===== src/rtl/bb_pkg.sv =====
// Shared types for the bit-band alias translator.
// Assumes 32-bit data words with byte lanes in little-endian order.
package bb_pkg;

    // Controller state: idle/first phase, or second (write) phase of the RMW
    typedef enum logic [0:0] {
        ST_IDLE  = 1'b0,
        ST_WRITE = 1'b1
    } rmw_state_e;

    // Result of translating one address
    typedef struct packed {
        logic        hit;
        logic [31:0] byte_addr;
        logic [2:0]  bit_idx;
    } bb_target_t;

endpackage


===== src/rtl/bb_window_decode.sv =====
// Window decoder: checks the address against each alias window and computes
// the target byte address and bit index inside the matching real region.
// Assumes window bases are aligned to their span and the windows do not overlap.
module bb_window_decode #(
    parameter int                        ADDR_W      = 32,
    parameter int                        NUM_WIN     = 2,
    parameter logic [NUM_WIN*ADDR_W-1:0] ALIAS_BASES = {32'h4200_0000, 32'h2200_0000},
    parameter logic [NUM_WIN*ADDR_W-1:0] REAL_BASES  = {32'h4000_0000, 32'h2000_0000},
    parameter logic [NUM_WIN*8-1:0]      SPAN_LOG2S  = {8'd24, 8'd23}
) (
    input  logic [ADDR_W-1:0] addr,
    output bb_pkg::bb_target_t target
);
    localparam int WORD_SHIFT = 5;   // 8 bits x 4 bytes of alias per real byte

    logic [NUM_WIN-1:0]      win_hit;
    logic [ADDR_W-1:0]       win_addr [NUM_WIN];
    logic [2:0]              win_bit  [NUM_WIN];

    for (genvar gi = 0; gi < NUM_WIN; gi++) begin : g_win
        localparam logic [ADDR_W-1:0] AB   = ALIAS_BASES[gi*ADDR_W +: ADDR_W];
        localparam logic [ADDR_W-1:0] RB   = REAL_BASES[gi*ADDR_W +: ADDR_W];
        localparam int                SL   = int'(SPAN_LOG2S[gi*8 +: 8]);
        localparam logic [ADDR_W-1:0] MASK = (ADDR_W'(1) << SL) - ADDR_W'(1);

        logic [ADDR_W-1:0] offset;

        // Per-window match and arithmetic
        always_comb begin
            offset       = addr & MASK;
            win_hit[gi]  = (addr & ~MASK) == AB;
            win_addr[gi] = RB + (offset >> WORD_SHIFT);
            win_bit[gi]  = offset[4:2];
        end
    end

    // Select the translation of the window that matched
    always_comb begin
        target = '0;
        for (int i = 0; i < NUM_WIN; i++) begin
            if (win_hit[i]) begin
                target.hit       = 1'b1;
                target.byte_addr = win_addr[i];
                target.bit_idx   = win_bit[i];
            end
        end
    end

endmodule


===== src/rtl/bb_lane_unit.sv =====
// Byte-lane helper: pulls the addressed bit out of a read word and builds the
// modified byte, replicated on every lane, with a one-hot strobe.
// Assumes DATA_W is a multiple of 8 and lane 0 holds the lowest byte.
module bb_lane_unit #(
    parameter int DATA_W = 32,
    localparam int LANES  = DATA_W / 8,
    localparam int LANE_W = $clog2(LANES)
) (
    input  logic [LANE_W-1:0] lane,
    input  logic [2:0]        bit_idx,
    input  logic [DATA_W-1:0] rd_word,
    input  logic              new_bit,
    output logic              rd_bit,
    output logic [DATA_W-1:0] wr_word,
    output logic [LANES-1:0]  strb
);
    logic [7:0] old_byte;
    logic [7:0] new_byte;

    // Extract, modify and replicate the addressed byte
    always_comb begin
        old_byte          = rd_word[8*lane +: 8];
        rd_bit            = old_byte[bit_idx];
        new_byte          = old_byte;
        new_byte[bit_idx] = new_bit;
        wr_word           = {LANES{new_byte}};
        strb              = LANES'(1) << lane;
    end

endmodule


===== src/rtl/bb_rmw_ctrl.sv =====
// Read-modify-write sequencer: when the locked read of an aliased write
// completes, it captures the merged write and drives the second phase until
// the downstream write is accepted.
// Assumes upstream holds its request stable while stalled.
module bb_rmw_ctrl #(
    parameter int ADDR_W = 32,
    parameter int DATA_W = 32,
    localparam int LANES = DATA_W / 8
) (
    input  logic              clk,
    input  logic              rst_n,
    input  logic              start,
    input  logic              dn_ready,
    input  logic [ADDR_W-1:0] nxt_addr,
    input  logic [DATA_W-1:0] nxt_word,
    input  logic [LANES-1:0]  nxt_strb,
    output logic              in_write,
    output logic [ADDR_W-1:0] hold_addr,
    output logic [DATA_W-1:0] hold_word,
    output logic [LANES-1:0]  hold_strb
);
    bb_pkg::rmw_state_e state;

    // State advance: read accepted -> write phase, write accepted -> idle
    always_ff @(posedge clk) begin
        if (!rst_n) begin
            state <= bb_pkg::ST_IDLE;
        end else begin
            case (state)
                bb_pkg::ST_IDLE:  if (start && dn_ready) state <= bb_pkg::ST_WRITE;
                bb_pkg::ST_WRITE: if (dn_ready)          state <= bb_pkg::ST_IDLE;
                default:                                 state <= bb_pkg::ST_IDLE;
            endcase
        end
    end

    // Capture the write phase contents when the read completes
    always_ff @(posedge clk) begin
        if (!rst_n) begin
            hold_addr <= '0;
            hold_word <= '0;
            hold_strb <= '0;
        end else if (state == bb_pkg::ST_IDLE && start && dn_ready) begin
            hold_addr <= nxt_addr;
            hold_word <= nxt_word;
            hold_strb <= nxt_strb;
        end
    end

    assign in_write = (state == bb_pkg::ST_WRITE);

endmodule


===== src/rtl/bitband_xlate.sv =====
// Bit-band alias translator top. Aliased reads become one byte read returning
// the bit zero-extended; aliased writes become a locked byte read then byte
// write. Everything else, and anything not from the owning core, passes through.
// Assumes word-aligned alias accesses and a stable request while ready is low.
module bitband_xlate #(
    parameter int                        ADDR_W      = 32,
    parameter int                        DATA_W      = 32,
    parameter int                        NUM_WIN     = 2,
    parameter logic [NUM_WIN*ADDR_W-1:0] ALIAS_BASES = {32'h4200_0000, 32'h2200_0000},
    parameter logic [NUM_WIN*ADDR_W-1:0] REAL_BASES  = {32'h4000_0000, 32'h2000_0000},
    parameter logic [NUM_WIN*8-1:0]      SPAN_LOG2S  = {8'd24, 8'd23},
    localparam int                       LANES       = DATA_W / 8,
    localparam int                       LANE_W      = $clog2(LANES)
) (
    input  logic              clk,
    input  logic              rst_n,
    input  logic              up_req,
    input  logic              up_write,
    input  logic              up_core,
    input  logic [ADDR_W-1:0] up_addr,
    input  logic [DATA_W-1:0] up_wdata,
    input  logic [LANES-1:0]  up_strb,
    output logic              up_ready,
    output logic [DATA_W-1:0] up_rdata,
    output logic              dn_req,
    output logic              dn_write,
    output logic              dn_lock,
    output logic [ADDR_W-1:0] dn_addr,
    output logic [DATA_W-1:0] dn_wdata,
    output logic [LANES-1:0]  dn_strb,
    input  logic              dn_ready,
    input  logic [DATA_W-1:0] dn_rdata
);
    bb_pkg::bb_target_t tgt;
    logic               alias_hit;
    logic               rd_bit;
    logic [DATA_W-1:0]  merged_word;
    logic [LANES-1:0]   lane_strb;
    logic               in_write;
    logic               rmw_start;
    logic [ADDR_W-1:0]  hold_addr;
    logic [DATA_W-1:0]  hold_word;
    logic [LANES-1:0]   hold_strb;

    bb_window_decode #(
        .ADDR_W      (ADDR_W),
        .NUM_WIN     (NUM_WIN),
        .ALIAS_BASES (ALIAS_BASES),
        .REAL_BASES  (REAL_BASES),
        .SPAN_LOG2S  (SPAN_LOG2S)
    ) u_decode (
        .addr   (up_addr),
        .target (tgt)
    );

    bb_lane_unit #(
        .DATA_W (DATA_W)
    ) u_lane (
        .lane    (tgt.byte_addr[LANE_W-1:0]),
        .bit_idx (tgt.bit_idx),
        .rd_word (dn_rdata),
        .new_bit (up_wdata[0]),
        .rd_bit  (rd_bit),
        .wr_word (merged_word),
        .strb    (lane_strb)
    );

    bb_rmw_ctrl #(
        .ADDR_W (ADDR_W),
        .DATA_W (DATA_W)
    ) u_ctrl (
        .clk       (clk),
        .rst_n     (rst_n),
        .start     (rmw_start),
        .dn_ready  (dn_ready),
        .nxt_addr  (tgt.byte_addr),
        .nxt_word  (merged_word),
        .nxt_strb  (lane_strb),
        .in_write  (in_write),
        .hold_addr (hold_addr),
        .hold_word (hold_word),
        .hold_strb (hold_strb)
    );

    // Translation only for the owning core
    assign alias_hit = tgt.hit && up_core;
    assign rmw_start = up_req && up_write && alias_hit && !in_write;

    // Route the request: RMW write phase, aliased first phase, or pass-through
    always_comb begin
        dn_req   = up_req;
        dn_write = up_write;
        dn_lock  = 1'b0;
        dn_addr  = up_addr;
        dn_wdata = up_wdata;
        dn_strb  = up_strb;
        up_ready = dn_ready;
        up_rdata = dn_rdata;
        if (in_write) begin
            dn_req   = 1'b1;
            dn_write = 1'b1;
            dn_lock  = 1'b1;
            dn_addr  = hold_addr;
            dn_wdata = hold_word;
            dn_strb  = hold_strb;
            up_rdata = '0;
        end else if (up_req && alias_hit) begin
            dn_write = 1'b0;
            dn_addr  = tgt.byte_addr;
            dn_wdata = '0;
            dn_strb  = lane_strb;
            up_rdata = '0;
            if (up_write) begin
                dn_lock  = 1'b1;
                up_ready = 1'b0;
            end else begin
                up_rdata = {{(DATA_W-1){1'b0}}, rd_bit};
            end
        end
    end

endmodule


===== config.mk =====
export PLATFORM = sky130hd
export DESIGN_NAME = bitband_xlate
export DESIGN_NICKNAME = d
export VERILOG_FILES = /design/src/rtl/bb_pkg.sv /design/src/rtl/bb_window_decode.sv /design/src/rtl/bb_lane_unit.sv /design/src/rtl/bb_rmw_ctrl.sv /design/src/rtl/bitband_xlate.sv
export SDC_FILE = /design/constraint.sdc
export NUM_CORES = 1
export LEC_CHECK = 0
export ABC_AREA = 1
export BUFFER_PORTS_ARGS = -buffer_cell sky130_fd_sc_hd__buf_4
export CORE_MARGIN = 3
export CORE_UTILIZATION = 39
export DETAILED_ROUTE_END_ITERATION = 10
export PLACE_DENSITY = 0.74
export SYNTH_ARGS = -nofsm -noshare
export SYNTH_HDL_FRONTEND = slang
export SYNTH_HIERARCHICAL = 1
export SYNTH_SLANG_ARGS = --single-unit

===== constraint.sdc =====
create_clock -name clk -period 3.7 [get_ports clk]
set_clock_uncertainty 0.05 [all_clocks]
set_input_delay 0.74 -clock clk [delete_from_list [all_inputs] [get_ports clk]]
set_output_delay 0.74 -clock clk [all_outputs]
set_load 0.02 [all_outputs]

== Word level (Yosys, flattened, before mapping) ==
Cells that the tools add are included.

* Register bits: 69
* Bits of input ports: 106
* Output and inout port bits: 104
* Logic and storage cells: 51

* $add $sub $neg: 2
* Magnitude comparators: 2
* Equality and inequality tests: 2
* Shift operators: 2
* Mux-type cells: 28
* Bitwise gates (word level): 1
* Reduce and logical (&&, ||, !) cells: 10

{| class="wikitable"
|+ Operator list
! kind !! number
|-
| $mux 32 || 6
|-
| $mux 36 || 2
|-
| $add 31x19->32 const A || 1
|-
| $shiftx 32x6->8 || 1
|-
| $add 30x18->31 const A || 1
|-
| $mux 1 || 14
|-
| $eq 9x7->1 const B || 1
|-
| $logic_and 1x1->1 || 9
|-
| $bwmux 8 || 1
|-
| $eq 8x7->1 const B || 1
|-
| $mux 4 || 2
|-
| $lt 3x4->1 const B || 1
|-
| $shl 1x2->4 const A || 1
|-
| $bmux 1 s3 || 1
|-
| $demux 1 s3 || 1
|-
| $ge 3x1->1 const B || 1
|-
| $pmux 1 s2 || 1
|-
| $logic_not 1->1 || 1
|-
| $not 1->1 || 1
|}

== Logic depth before layout (Yosys ltp) ==
* Word-level depth: 9
* Mapped depth: 18
* Gate-level depth less buffers: 16

== By module ==
Netlist, hierarchy kept.

{| class="wikitable"
|+ Modules (own cells, without submodules)
! module !! instances !! cells an instance !! area an instance (um^2) !! sequential area each (um^2)
|-
| bb_rmw_ctrl || 1 || 436 || 2,845.2 || 1,381.3
|-
| bitband_xlate || 1 || 463 || 1,999.4 || 0.0
|-
| bb_lane_unit || 1 || 150 || 716.9 || 0.0
|-
| bb_window_decode || 1 || 81 || 511.7 || 0.0
|}

== Worst setup path after synthesis ==
OpenSTA, ideal clock, no wires.

* Path kind: input to output
* From: input up_addr[26]
* To: output up_rdata[0]
* Data arrival time: 2,411 ps
* Required time: 2,910 ps
* Setup slack: 499 ps
* Cell stages on the path: 18
* Buffers on the path: 3
* Path through: inv_2 > nand2_2 > nor2_8 > nand2_4 > buf_6 > a21oi_2 > buf_6 > buf_12 > nand2_1 > nand2_1 > nand2_1 > nand2_1 > nand2_1 > nand2_1 > nor2_1 > nand2_1 > o21ai_1 > nor2_1

{| class="wikitable"
|+ RTL lines
! element !! RTL line !! source
|-
| start: declaration || bitband_xlate.sv:20 || <nowiki>input logic [ADDR_W-1:0] up_addr,</nowiki>
|-
| end: declaration || bitband_xlate.sv:24 || <nowiki>output logic [DATA_W-1:0] up_rdata,</nowiki>
|}

==> results by group <==
Outcome
  – Outcome: completed

Clock network
  – Setup Fix Bufs, Post-CTS: 0
  – TritonCTS clock tree: yes
  – Post-CTS Resized: 0
  – Clock Sinks: 69
  – Num CTS Buffers: 9
  – Root Buffer: clkbuf_16
  – Hold_buf cts: 0
  – Worst-path clk slew: 0.06 ns
  – Clk Latency, worst-skew pair: 0.33 ns
  – CTS Buffer Depth: 2
  – H-tree depth: 3

Timing
  – Worst-Margin Slew: 0.7762 ns
  – RSZ-0062 raised after global routing: false
  – Fin crit period: 3.322 ns
  – Final number of hold-violating endpoints: 0
  – Final setup viols: 0
  – Max frequency: between 0.3 and 0.4 GHz
  – Setup TNS Final: 0 ns
  – Worst slew margin: between 40 and 50%
  – Max-slew violations: 0
  – Final WS setup: ~0.38 ns
  – Tcrit/Tclk final: about nine tenths

Global route
  – Vias in the first global route: around 5.9k
  – Global-route wire length before repair: approximately 29 mm
  – All-layer global routing usage: 20.74%
  – Largest net degree at the start of global routing: 111
  – Initial antenna violation count: 0
  – Grt ovf: 0

Hold path
  – Worst hold path class: reg2reg
  – Hold path depth: 4
  – Hold endpoint: u_ctrl/hold_word[1]
  – HP Start: u_ctrl/hold_word[1]

Yosys
  – Post-synth top flop: dfxtp_1
  – Post-synth EDFFs: 0
  – Synth Register Bits: a little under 70
  – FFs w/ async S/R, synth: 0%
  – Cell Area, Synth: 0.006073 mm²
  – Leading area contributor after synthesis: nand2_1
  – Top post-synthesis cells by area: nand2_1 25%, dfxtp_1 23%, inv_1 13%, nor2_1 11%, nand3_1 5.7%
  – Part of the Yosys area used for sequential elements: between 20% and 30%
  – Synth warn: 6
  – Avg Cell Area, Syn: 5.375 µm²
  – Post-Synthesis Cells: 1130
  – Share of the synthesized area in the top cell type: 24.78%
  – Synth unique cells: 27

Routing
  – Drt wl/cell: 12.51 µm
  – DRC viols: 0
  – Detailed Routing Iterations Pass 1: 5
  – Remaining antenna violation count: 0
  – Vias per cell: 4.574
  – WL final: 18.31 mm
  – Routed vias: approximately 6.7k
  – 1st-iter DRT viols: 581

Layout
  – Final core occ: 51.59%
  – NumNets Final: around 1.4k
  – Most frequent cells in the layout: 401 x nand2_1, 225 x buf_4, 207 x inv_1, 183 x nor2_1, 69 x nand3_1
  – Ratio of cells with drive above 1 in the final layout: between 20% and 30%
  – N_diodes: 0
  – FILL cells: 1583
  – Most common cell after layout, fill and taps aside: nand2_1
  – Register area: 0.001383 mm²
  – Synthesis-to-layout area growth: 26.27%
  – Multi-input combinational cell area: 0.003193 mm²

Setup path
  – R2r startpoint: u_ctrl/in_write
  – Worst Path Required: a little under 3 ns
  – R2r endpoint: u_ctrl/hold_addr[2]
  – Critical Path End Type: output port
  – Critical path arrival: 2.53 ns
  – R2R cell count: 7
  – Maximum fanout along the worst path: 17
  – Crit path launch type: primary input
  – Crit Path Category: in2out
  – R2r setup slk: 1.35 ns

Floorplan
  – Full die area: ~0.017 mm²
  – Site Rows: 44
  – Die Wd: 130.8 µm
  – Initial Utilization: 40.86%
  – IO Count: 210
  – Die height: 130.8 µm
  – Core area: ~0.015 mm²

Job
  – Max-cap violations: 0

Power and ir drop
  – Leak: roughly 4.7 nW
  – PD cells: 279.6 mW/mm²
  – Peak supply drop: 0.1882 mV

Placement
  – Port bufs: 209
  – Routability congestion estimate from global placement: about 0.81
  – Worst slack at placement: 0.3638 ns
  – Post-DP HPWL: 12.85 mm
[sequential cells by signal, summed over array words and instances, names as in the netlist]
name	count
u_ctrl/in_write	1
u_ctrl/hold_addr	32
u_ctrl/hold_word	32
u_ctrl/hold_strb	4
[metal layers]
metal | part of all wire, % | track usage (%)
met1 | 45 | 27.47
met2 | 46 | 33.83
met3 | 6.8 | 4.472
met4 | 1.9 | 6.413
met5 | 0 | 0
[cells by family after synthesis]
kind of cell	count (synthesis)	share of synthesized area (%)
buf+inv	318	25.42
flops	69	22.74
compound gates	32	3.791
simple gates	710	47.98
other cells	1	0.06175
[cell type report]
type	count	share of cell area [%]
inverters	214	10.47
flip-flops and latches	69	18.03
multi-input cells	753	41.64
clock inverters	7	1.371
repair buffers	227	22.55
clock buffers	9	2.937
well taps	184	3.002
[Yosys cell counts, types with 3 or more instances]
library cell  count
a21oi_1          11
a21oi_2          18
buf_2            22
buf_4            43
buf_6            18
clkbuf_1         17
dfxtp_1          69
inv_1           207
inv_2             6
nand2_1         401
nand2_2           3
nand3_1          69
nand4_1          36
nor2_1          183
nor3_1            9
[through the flow]
| stage | total power (W) | cell area [µm²] | cells | hold slack [ns] |
|---|---|---|---|---|
| after global placement | 0.001194 | 7338 | 1447 | 0.4472 |
| after detailed placement | 0.001195 | 7338 | 1447 | 0.4487 |
| final | 0.002144 | 7669 | 1463 | 0.4603 |
| after CTS | 0.002160 | 7669 | 1463 | 0.4602 |
| after global routing | 0.002234 | 7669 | 1463 | 0.4866 |
| after floorplan | 0.001002 | 6111 | 1140 | 0.4388 |
[worst max-delay path: stages]
cell     delay [ns]
buf_4          0.12
inv_2          0.04
nand2_2        0.07
nor2_8         0.15
nand2_4        0.11
a21oi_2        0.24
inv_2          0.17
nand2_1        0.10
nand2_1        0.05
nand2_1        0.05
nand2_1        0.08
nand2_1        0.06
nand2_1        0.05
nor2_1         0.11
nand2_1        0.06
o21ai_1        0.12
nor2_1         0.05
buf_4          0.17
[report_power, final]
group / leakage, nW / switching, W / internal (W)
clock network: 0.159 / 0.000364 / 0.000602
registers: 0.556 / 0.000000192 / 0.000743
logic: 3.95 / 0.000241 / 0.000193
[worst max-delay path by stage]
stage	startpoint	endpoint	slack [ns]	cells past startpoint
final	up_addr[26]	up_rdata[0]	0.38	18
after detailed placement	up_addr[26]	up_rdata[0]	0.36	16
after global placement	up_addr[26]	up_rdata[0]	0.39	16
after global routing	up_addr[27]	up_rdata[0]	0.13	18
after floorplan	up_addr[26]	up_rdata[0]	0.50	18
after CTS	up_addr[26]	up_rdata[0]	0.36	16
No activity file was read; power rests on OpenSTA's default activity.
